==> config.mk <==
export PLATFORM = sky130hd
export DESIGN_NAME = perm_prop_classifier
export DESIGN_NICKNAME = d
export VERILOG_FILES = /design/src/rtl/perm_cls_pkg.sv /design/src/rtl/perm_table.sv /design/src/rtl/dup_checker.sv /design/src/rtl/cycle_walker.sv /design/src/rtl/gf2_rank.sv /design/src/rtl/perm_prop_classifier.sv
export SDC_FILE = /design/constraint.sdc
export NUM_CORES = 1
export LEC_CHECK = 0
export BUFFER_PORTS_ARGS = -buffer_cell sky130_fd_sc_hd__buf_2
export CAP_MARGIN = 30
export CELL_PAD_IN_SITES_DETAIL_PLACEMENT = 1
export CELL_PAD_IN_SITES_GLOBAL_PLACEMENT = 1
export CORE_MARGIN = 2
export CORE_UTILIZATION = 40
export CTS_CLUSTER_DIAMETER = 150
export DETAILED_ROUTE_END_ITERATION = 16
export PLACE_DENSITY = 0.76
export SLEW_MARGIN = 20
export SYNTH_ARGS = -nofsm -noshare
export SYNTH_HDL_FRONTEND = slang
export SYNTH_SLANG_ARGS = --single-unit
==> constraint.sdc <==
create_clock -name clk -period 3.82 [get_ports clk]
set_clock_uncertainty 0.15 [all_clocks]
set_input_delay 0.191 -clock clk [delete_from_list [all_inputs] [get_ports clk]]
set_output_delay 0.191 -clock clk [all_outputs]
set_load 0.05 [all_outputs]
==> src/rtl/perm_cls_pkg.sv <==
// Shared types for the permutation property classifier.
package perm_cls_pkg;
    // Top-level sequencing phases.
    typedef enum logic [1:0] {
        PH_IDLE = 2'd0,
        PH_SCAN = 2'd1,
        PH_CYC  = 2'd2,
        PH_ELIM = 2'd3
    } phase_t;
endpackage

==> src/rtl/perm_table.sv <==
// perm_table: register store for the 2^N images of the mapping.
// Assumes: writes are only accepted while unlocked; reset loads identity.
module perm_table #(
    parameter int N = 3
) (
    input  logic                  clk,
    input  logic                  rst_n,
    input  logic                  wr_en,
    input  logic [N-1:0]          wr_addr,
    input  logic [N-1:0]          wr_data,
    input  logic                  locked,
    output logic [(2**N)*N-1:0]   table_flat
);
    localparam int E = 2**N;

    logic [N-1:0] mem [E];

    // Store one image per write; identity after reset.
    always_ff @(posedge clk) begin
        if (!rst_n) begin
            for (int i = 0; i < E; i++) mem[i] <= N'(i);
        end else if (wr_en && !locked) begin
            mem[wr_addr] <= wr_data;
        end
    end

    generate
        for (genvar g = 0; g < E; g++) begin : g_flat
            assign table_flat[g*N +: N] = mem[g];
        end
    endgenerate


    hold_when_locked_chk: assert property (@(posedge clk) disable iff (!rst_n)
        locked |=> $stable(table_flat));
endmodule

==> src/rtl/dup_checker.sv <==
// dup_checker: marks each probed image in a seen bitmap and flags repeats.
// Assumes: one probe per step cycle, clear before each scan.
module dup_checker #(
    parameter int N = 3
) (
    input  logic         clk,
    input  logic         rst_n,
    input  logic         clear,
    input  logic         step,
    input  logic [N-1:0] probe,
    output logic         dup_now
);
    localparam int E = 2**N;

    logic [E-1:0] seen;
    logic         dup_q;

    // Repeat seen so far, including the current probe.
    assign dup_now = dup_q | seen[probe];

    // Bitmap and sticky repeat flag update.
    always_ff @(posedge clk) begin
        if (!rst_n || clear) begin
            seen  <= '0;
            dup_q <= 1'b0;
        end else if (step) begin
            seen[probe] <= 1'b1;
            dup_q       <= dup_now;
        end
    end


    seen_marks_chk: assert property (@(posedge clk) disable iff (!rst_n)
        (step && !clear) |=> seen[$past(probe)]);
endmodule

==> src/rtl/cycle_walker.sv <==
// cycle_walker: counts the cycles of a bijective table by following each
// unvisited entry until it returns to its start point. Takes exactly 2*2^N
// cycles after go: one visit per index plus one follow step per entry.
// Assumes: the table is a bijection and is stable while active.
module cycle_walker #(
    parameter int N = 3
) (
    input  logic                 clk,
    input  logic                 rst_n,
    input  logic                 go,
    input  logic [(2**N)*N-1:0]  table_flat,
    output logic                 last_step,
    output logic                 cycles_odd
);
    localparam int E  = 2**N;
    localparam int CW = $clog2(E+1);
    localparam logic [N-1:0] LAST = N'(E-1);

    logic          active, following;
    logic [N-1:0]  idx, cur, anchor, nxt;
    logic [E-1:0]  visited;
    logic [CW-1:0] count;

    assign nxt        = table_flat[int'(cur)*N +: N];
    assign cycles_odd = count[0];

    // Final cycle of the walk, seen one cycle early by the sequencer.
    always_comb begin
        last_step = 1'b0;
        if (active && idx == LAST) begin
            if (!following) last_step = visited[idx];
            else            last_step = (nxt == anchor);
        end
    end

    // Index scan and cycle following.
    always_ff @(posedge clk) begin
        if (!rst_n) begin
            active    <= 1'b0;
            following <= 1'b0;
            idx       <= '0;
            cur       <= '0;
            anchor    <= '0;
            visited   <= '0;
            count     <= '0;
        end else if (go) begin
            active    <= 1'b1;
            following <= 1'b0;
            idx       <= '0;
            visited   <= '0;
            count     <= '0;
        end else if (active) begin
            if (!following) begin
                if (visited[idx]) begin
                    if (idx == LAST) active <= 1'b0;
                    else             idx    <= idx + 1'b1;
                end else begin
                    count     <= count + 1'b1;
                    cur       <= idx;
                    anchor    <= idx;
                    following <= 1'b1;
                end
            end else begin
                visited[cur] <= 1'b1;
                if (nxt == anchor) begin
                    following <= 1'b0;
                    if (idx == LAST) active <= 1'b0;
                    else             idx    <= idx + 1'b1;
                end else begin
                    cur <= nxt;
                end
            end
        end
    end


    all_visited_chk: assert property (@(posedge clk) disable iff (!rst_n)
        last_step |=> (&visited));

    count_bound_chk: assert property (@(posedge clk) disable iff (!rst_n)
        active |-> (int'(count) <= E));
endmodule

==> src/rtl/gf2_rank.sv <==
// gf2_rank: Gaussian elimination over GF(2) on N row vectors, one pivot
// column per cycle, N cycles after load.
// Assumes: vectors are stable at the load cycle only.
module gf2_rank #(
    parameter int N = 3
) (
    input  logic             clk,
    input  logic             rst_n,
    input  logic             load,
    input  logic [N*N-1:0]   vecs_flat,
    output logic             last_step,
    output logic             indep_now
);
    localparam int RW = $clog2(N+1);
    localparam int PW = $clog2(N);

    logic [N-1:0]  rows [N];
    logic [N-1:0]  used;
    logic [RW-1:0] rank;
    logic [PW-1:0] col, piv;
    logic          active, found;

    // Lowest unused row holding a one in the current column.
    always_comb begin
        found = 1'b0;
        piv   = '0;
        for (int r = N-1; r >= 0; r--) begin
            if (rows[r][col] && !used[r]) begin
                found = 1'b1;
                piv   = PW'(r);
            end
        end
    end

    assign last_step = active && (col == PW'(N-1));
    assign indep_now = (rank + RW'(found)) == RW'(N);

    // One elimination step per cycle.
    always_ff @(posedge clk) begin
        if (!rst_n) begin
            active <= 1'b0;
            used   <= '0;
            rank   <= '0;
            col    <= '0;
            for (int r = 0; r < N; r++) rows[r] <= '0;
        end else if (load) begin
            active <= 1'b1;
            used   <= '0;
            rank   <= '0;
            col    <= '0;
            for (int r = 0; r < N; r++) rows[r] <= vecs_flat[r*N +: N];
        end else if (active) begin
            if (found) begin
                used[piv] <= 1'b1;
                rank      <= rank + 1'b1;
                for (int r = 0; r < N; r++) begin
                    if (PW'(r) != piv && rows[r][col]) rows[r] <= rows[r] ^ rows[piv];
                end
            end
            if (last_step) active <= 1'b0;
            else           col    <= col + 1'b1;
        end
    end


    rank_used_chk: assert property (@(posedge clk) disable iff (!rst_n)
        $countones(used) == int'(rank));

    rank_bound_chk: assert property (@(posedge clk) disable iff (!rst_n)
        int'(rank) <= N);
endmodule

==> src/rtl/perm_prop_classifier.sv <==
// perm_prop_classifier: sequences a repeat scan, a cycle walk and a GF(2)
// elimination over the stored table, then latches the property flags.
// Assumes: N in 3..6; the table is only written while idle.
module perm_prop_classifier #(
    parameter int N = 3
) (
    input  logic         clk,
    input  logic         rst_n,
    input  logic         wr_en,
    input  logic [N-1:0] wr_addr,
    input  logic [N-1:0] wr_data,
    input  logic         start,
    output logic         busy,
    output logic         done,
    output logic         perm_bad,
    output logic         perm_even,
    output logic         needs_scratch,
    output logic         fix_zero,
    output logic         fix_units,
    output logic         units_indep,
    output logic         toff_cond,
    output logic         toff_cnot_cond
);
    import perm_cls_pkg::*;

    localparam int E = 2**N;
    localparam logic [N-1:0] LAST = N'(E-1);
    localparam logic SMALL_N = (N < 4);

    phase_t               phase;
    logic [N-1:0]         scan_idx;
    logic [E*N-1:0]       table_flat;
    logic [N*N-1:0]       unit_imgs;
    logic [N-1:0]         unit_fixed;
    logic                 dup_now, scan_last, walk_go, walk_last, elim_last, indep_now;
    logic                 cyc_odd, zero_ok, units_ok;

    assign busy = (phase != PH_IDLE);

    perm_table #(.N(N)) i_table (
        .clk(clk), .rst_n(rst_n), .wr_en(wr_en), .wr_addr(wr_addr),
        .wr_data(wr_data), .locked(busy), .table_flat(table_flat)
    );

    dup_checker #(.N(N)) i_dup (
        .clk(clk), .rst_n(rst_n),
        .clear(phase == PH_IDLE && start),
        .step(phase == PH_SCAN),
        .probe(table_flat[int'(scan_idx)*N +: N]),
        .dup_now(dup_now)
    );

    assign scan_last = (phase == PH_SCAN) && (scan_idx == LAST);
    assign walk_go   = scan_last && !dup_now;

    cycle_walker #(.N(N)) i_walk (
        .clk(clk), .rst_n(rst_n), .go(walk_go), .table_flat(table_flat),
        .last_step(walk_last), .cycles_odd(cyc_odd)
    );

    // Images of the single-one words and their fixed-point test.
    generate
        for (genvar b = 0; b < N; b++) begin : g_unit
            assign unit_imgs[b*N +: N] = table_flat[(2**b)*N +: N];
            assign unit_fixed[b]       = (table_flat[(2**b)*N +: N] == N'(2**b));
        end
    endgenerate

    assign zero_ok  = (table_flat[N-1:0] == '0);
    assign units_ok = &unit_fixed;

    gf2_rank #(.N(N)) i_rank (
        .clk(clk), .rst_n(rst_n),
        .load((phase == PH_CYC) && walk_last),
        .vecs_flat(unit_imgs),
        .last_step(elim_last), .indep_now(indep_now)
    );

    // Phase sequencing and result latching.
    always_ff @(posedge clk) begin
        if (!rst_n) begin
            phase          <= PH_IDLE;
            scan_idx       <= '0;
            done           <= 1'b0;
            perm_bad       <= 1'b0;
            perm_even      <= 1'b0;
            needs_scratch  <= 1'b0;
            fix_zero       <= 1'b0;
            fix_units      <= 1'b0;
            units_indep    <= 1'b0;
            toff_cond      <= 1'b0;
            toff_cnot_cond <= 1'b0;
        end else begin
            done <= 1'b0;
            case (phase)
                PH_IDLE: begin
                    if (start) begin
                        phase          <= PH_SCAN;
                        scan_idx       <= '0;
                        perm_bad       <= 1'b0;
                        perm_even      <= 1'b0;
                        needs_scratch  <= 1'b0;
                        fix_zero       <= 1'b0;
                        fix_units      <= 1'b0;
                        units_indep    <= 1'b0;
                        toff_cond      <= 1'b0;
                        toff_cnot_cond <= 1'b0;
                    end
                end
                PH_SCAN: begin
                    scan_idx <= scan_idx + 1'b1;
                    if (scan_last) begin
                        if (dup_now) begin
                            phase    <= PH_IDLE;
                            done     <= 1'b1;
                            perm_bad <= 1'b1;
                        end else begin
                            phase <= PH_CYC;
                        end
                    end
                end
                PH_CYC: begin
                    if (walk_last) phase <= PH_ELIM;
                end
                PH_ELIM: begin
                    if (elim_last) begin
                        phase          <= PH_IDLE;
                        done           <= 1'b1;
                        perm_even      <= !cyc_odd;
                        needs_scratch  <= cyc_odd;
                        fix_zero       <= zero_ok;
                        fix_units      <= units_ok;
                        units_indep    <= indep_now;
                        toff_cond      <= zero_ok && units_ok && (!cyc_odd || SMALL_N);
                        toff_cnot_cond <= zero_ok && indep_now;
                    end
                end
                default: phase <= PH_IDLE;
            endcase
        end
    end


    done_pulse_chk: assert property (@(posedge clk) disable iff (!rst_n)
        done |=> !done);

    done_idle_chk: assert property (@(posedge clk) disable iff (!rst_n)
        done |-> !busy);

    bad_quiet_chk: assert property (@(posedge clk) disable iff (!rst_n)
        perm_bad |-> !(perm_even || needs_scratch || fix_zero || fix_units ||
                       units_indep || toff_cond || toff_cnot_cond));

    scratch_parity_chk: assert property (@(posedge clk) disable iff (!rst_n)
        (done && !perm_bad) |-> (needs_scratch != perm_even));
endmodule

==> impl_metrics.py <==
metrics = {
    "route": {
        "dr.pass1.iters": 4,
        "drt.antenna.violating_nets": 0,
        "drt-initial-drc-count": 195,
        "via_per_inst": 5.65,
        "via_count": 3440,
        "wl_um": 10900,
        "drc": 0,
        "wl_per_cell_um": 17.8,
    },
    "setup_path": {
        "setup.worst_path.end_class": "flip-flop",
        "cp.required_ps": 3690,
        "arrival_ps": 3150,
        "path_max_fanout": 9,
        "r2r_slack_ps": 530,
        "crit_type": "flip-flop to flip-flop",
        "start_kind": "flip-flop",
    },
    "clock_tree": {
        "clock_sinks": 84,
        "cts.htree.levels": 3,
        "post_cts_resized": 0,
        "clockBufferDepth": 2,
        "postCtsSetupBuffers": 0,
        "cts_root_buffer": "clkbuf_8",
        "numCtsBuffers": 9,
        "clk_pin_slew_ps": 90,
        "insertion_delay_ps": 370,
        "cts_tree": "done",
        "hold_buffers": 2,
    },
    "placement": {
        "routabilityCongestion": 0.794,
        "portBuffers": 19,
        "post-place-ws_ps": 512,
        "dp_hpwl_um": 8280,
    },
    "sta": {
        "slew_headroom_pct": 39.1,
        "finalHoldViolCount": 0,
        "fmax_ghz": 0.304,
        "setup_viol": 0,
        "setup_ws_ps": 533,
        "tightest_slew_ps": 908,
        "fin_tns_setup_ps": 0,
        "holdWs_ps": 38.3,
        "slew_violations": 0,
        "rsz0062_at_grt": "false",
        "post-route-period-util_pct": 86.0,
        "finalCriticalPeriod_ps": 3290,
    },
    "status": {
        "status": "completed",
    },
    "floorplan": {
        "core-area_um2": 10900,
        "die_y_um": 110,
        "num_rows": 38,
        "initial_core_util_pct": 41.2,
        "die-area_um2": 12100,
        "die_width_um": 110,
        "io_pins": 20,
    },
    "synthesis": {
        "synth_ff_type": "dfxtp_1",
        "ys_types": 56,
        "synth_top_cell_by_area": "dfxtp_1",
        "synth_seq_area_share_pct": 44.8,
        "async_reset_ff_share_pct": 0,
        "syn_area_per_cell_um2": 9.95,
        "synth_seq_cells": 84,
        "synth.area.top_cells": "dfxtp_1 (23%), edfxtp_1 (22%), mux2i_1 (7.1%), mux4_2 (6.0%), nor2_1 (4.3%)",
        "synth_edf_count": 33,
        "syn_inst": 451,
        "yosys_warnings": 0,
        "synth_top_area_share_pct": 22.7,
        "syn_nets": 467,
        "syn_area_um2": 4490,
    },
    "power": {
        "totalPowerFinal_w": 0.00180,
        "p_leak_nw": 1.75,
        "peakVddDrop_mv": 0.211,
        "p_per_area_nw_per_um2": 366,
    },
    "run": {
        "cap_violations": 0,
    },
    "grt": {
        "grt_pass1_wl_um": 18100,
        "grt_max_degree": 42,
        "grt_pass1_vias": 3505,
        "antenna_found_initial": 0,
        "grt.total_usage_pct": 19.8,
        "grt_overflow": 0,
    },
    "cells_and_area": {
        "layout-drive-gt1-share_pct": 12.2,
        "multiInputGateArea_um2": 2320,
        "area_growth_pct": 9.31,
        "nFillCells": 1260,
        "nNetsFinal": 480,
        "regArea_um2": 2010,
        "diodes": 0,
    },
    "min_path": {
        "hold_class": "input port to flip-flop",
    },
}
## synth_stat cells, drive strengths merged, types with 4 or more instances
cell type,instances
buf,9
nand3,5
nand4,9
a21boi,6
a21oi,26
o21ai,12
nand3b,4
inv,10
clkbuf,14
nand2,49
xnor2,6
nor2b,18
ha,6
edfxtp,33
and2,15
mux2i,32
nor2,51
nor4,6
dfxtp,51
a22oi,11
xor2,6
mux4,13
nand2b,9
## report_power, final
part           switching, W  total, W  internal (W)
Clock              0.000349  0.000695      0.000346
Sequential        0.0000219  0.000965      0.000943
Combinational     0.0000847  0.000137     0.0000525
Total              0.000455   0.00180       0.00134
## metal layers
metal	wire length [µm]	track usage, %
met1	5020	25.7
met2	5360	32.6
met3	366	4.27
met4	104	6.78
met5	0	0
## state kept, by name (all words and copies together) (netlist names), 2 cells and up, named ones only
signal	count
i_rank.rows	9
i_walk.cur	3
i_walk.idx	3
i_table.mem	24
i_rank.used	3
scan_idx	3
i_rank.col	2
i_walk.anchor	3
i_rank.rank	2
i_walk.visited	8
i_dup.seen	8
## final cells by class
cell class                 count  area share, %
sequential                    84           41.0
clock inverter                 6           1.40
multi-input combinational    334           47.3
timing repair buffer          25           2.96
tap                          140           3.57
clock buffer                  10           3.03
inverter                      10          0.765
## metrics by stage
| step | utilization (%) | cells | area (µm²) |
|---|---|---|---|
| after floorplan | - | 451 | 4490 |
| after global placement | 42.9 | 591 | 4670 |
| after detailed placement | 42.9 | 591 | 4670 |
| after CTS | 45.1 | 609 | 4910 |
| after global routing | 45.1 | 609 | 4910 |
| final | 45.1 | 609 | 4910 |
## kinds of logic after synthesis
logic type                 share of synthesized area, %
and+or+nand+nor                                    20.0
AOI/OAI and AO/OA                                  13.1
DFF                                                44.8
muxes                                              14.5
buffers and inverters                              3.51
xor gates and xnor gates                           2.34
adders and majority gates                          1.67
## worst paths after layout
kind / from / cells past startpoint / to
worst max-delay path: i_walk.cur[0]$_SDFFE_PN0P_ / 7 / i_rank.rows[1][2]$_DFFE_PP_
worst min-delay path: wr_data[0] / 2 / i_table.mem[1][0]$_SDFFCE_PN1P_
worst max register to register: i_walk.cur[0]$_SDFFE_PN0P_ / 7 / i_rank.rows[1][2]$_DFFE_PP_
worst min register to register: needs_scratch$_SDFFE_PN0P_ / 2 / needs_scratch$_SDFFE_PN0P_
## placed cells by master, fill, tap and decap left out, types with 4 or more instances in the layout
master,instances
dfxtp_1,51
o21ai_0,8
edfxtp_1,33
nor2_1,51
nand3b_1,4
xor2_1,6
a22oi_1,11
a21boi_0,4
ha_1,6
mux2i_1,32
buf_4,4
a21oi_1,26
nand3_1,5
nand2b_1,9
o21ai_1,4
nand2_1,49
mux4_2,12
and2_1,14
inv_1,10
nor4_1,6
nor2b_1,18
clkbuf_8,9
buf_2,19
nand4_1,9
xnor2_1,6
## critical path: stages (launching register included)
cell	delay, ps
dfxtp_1	610
mux4_2	560
mux2i_1	270
xor2_1	230
a41oi_2	200
or4_1	550
and2_1	210
o31ai_1	150
Power figures use the tool's default switching activity.
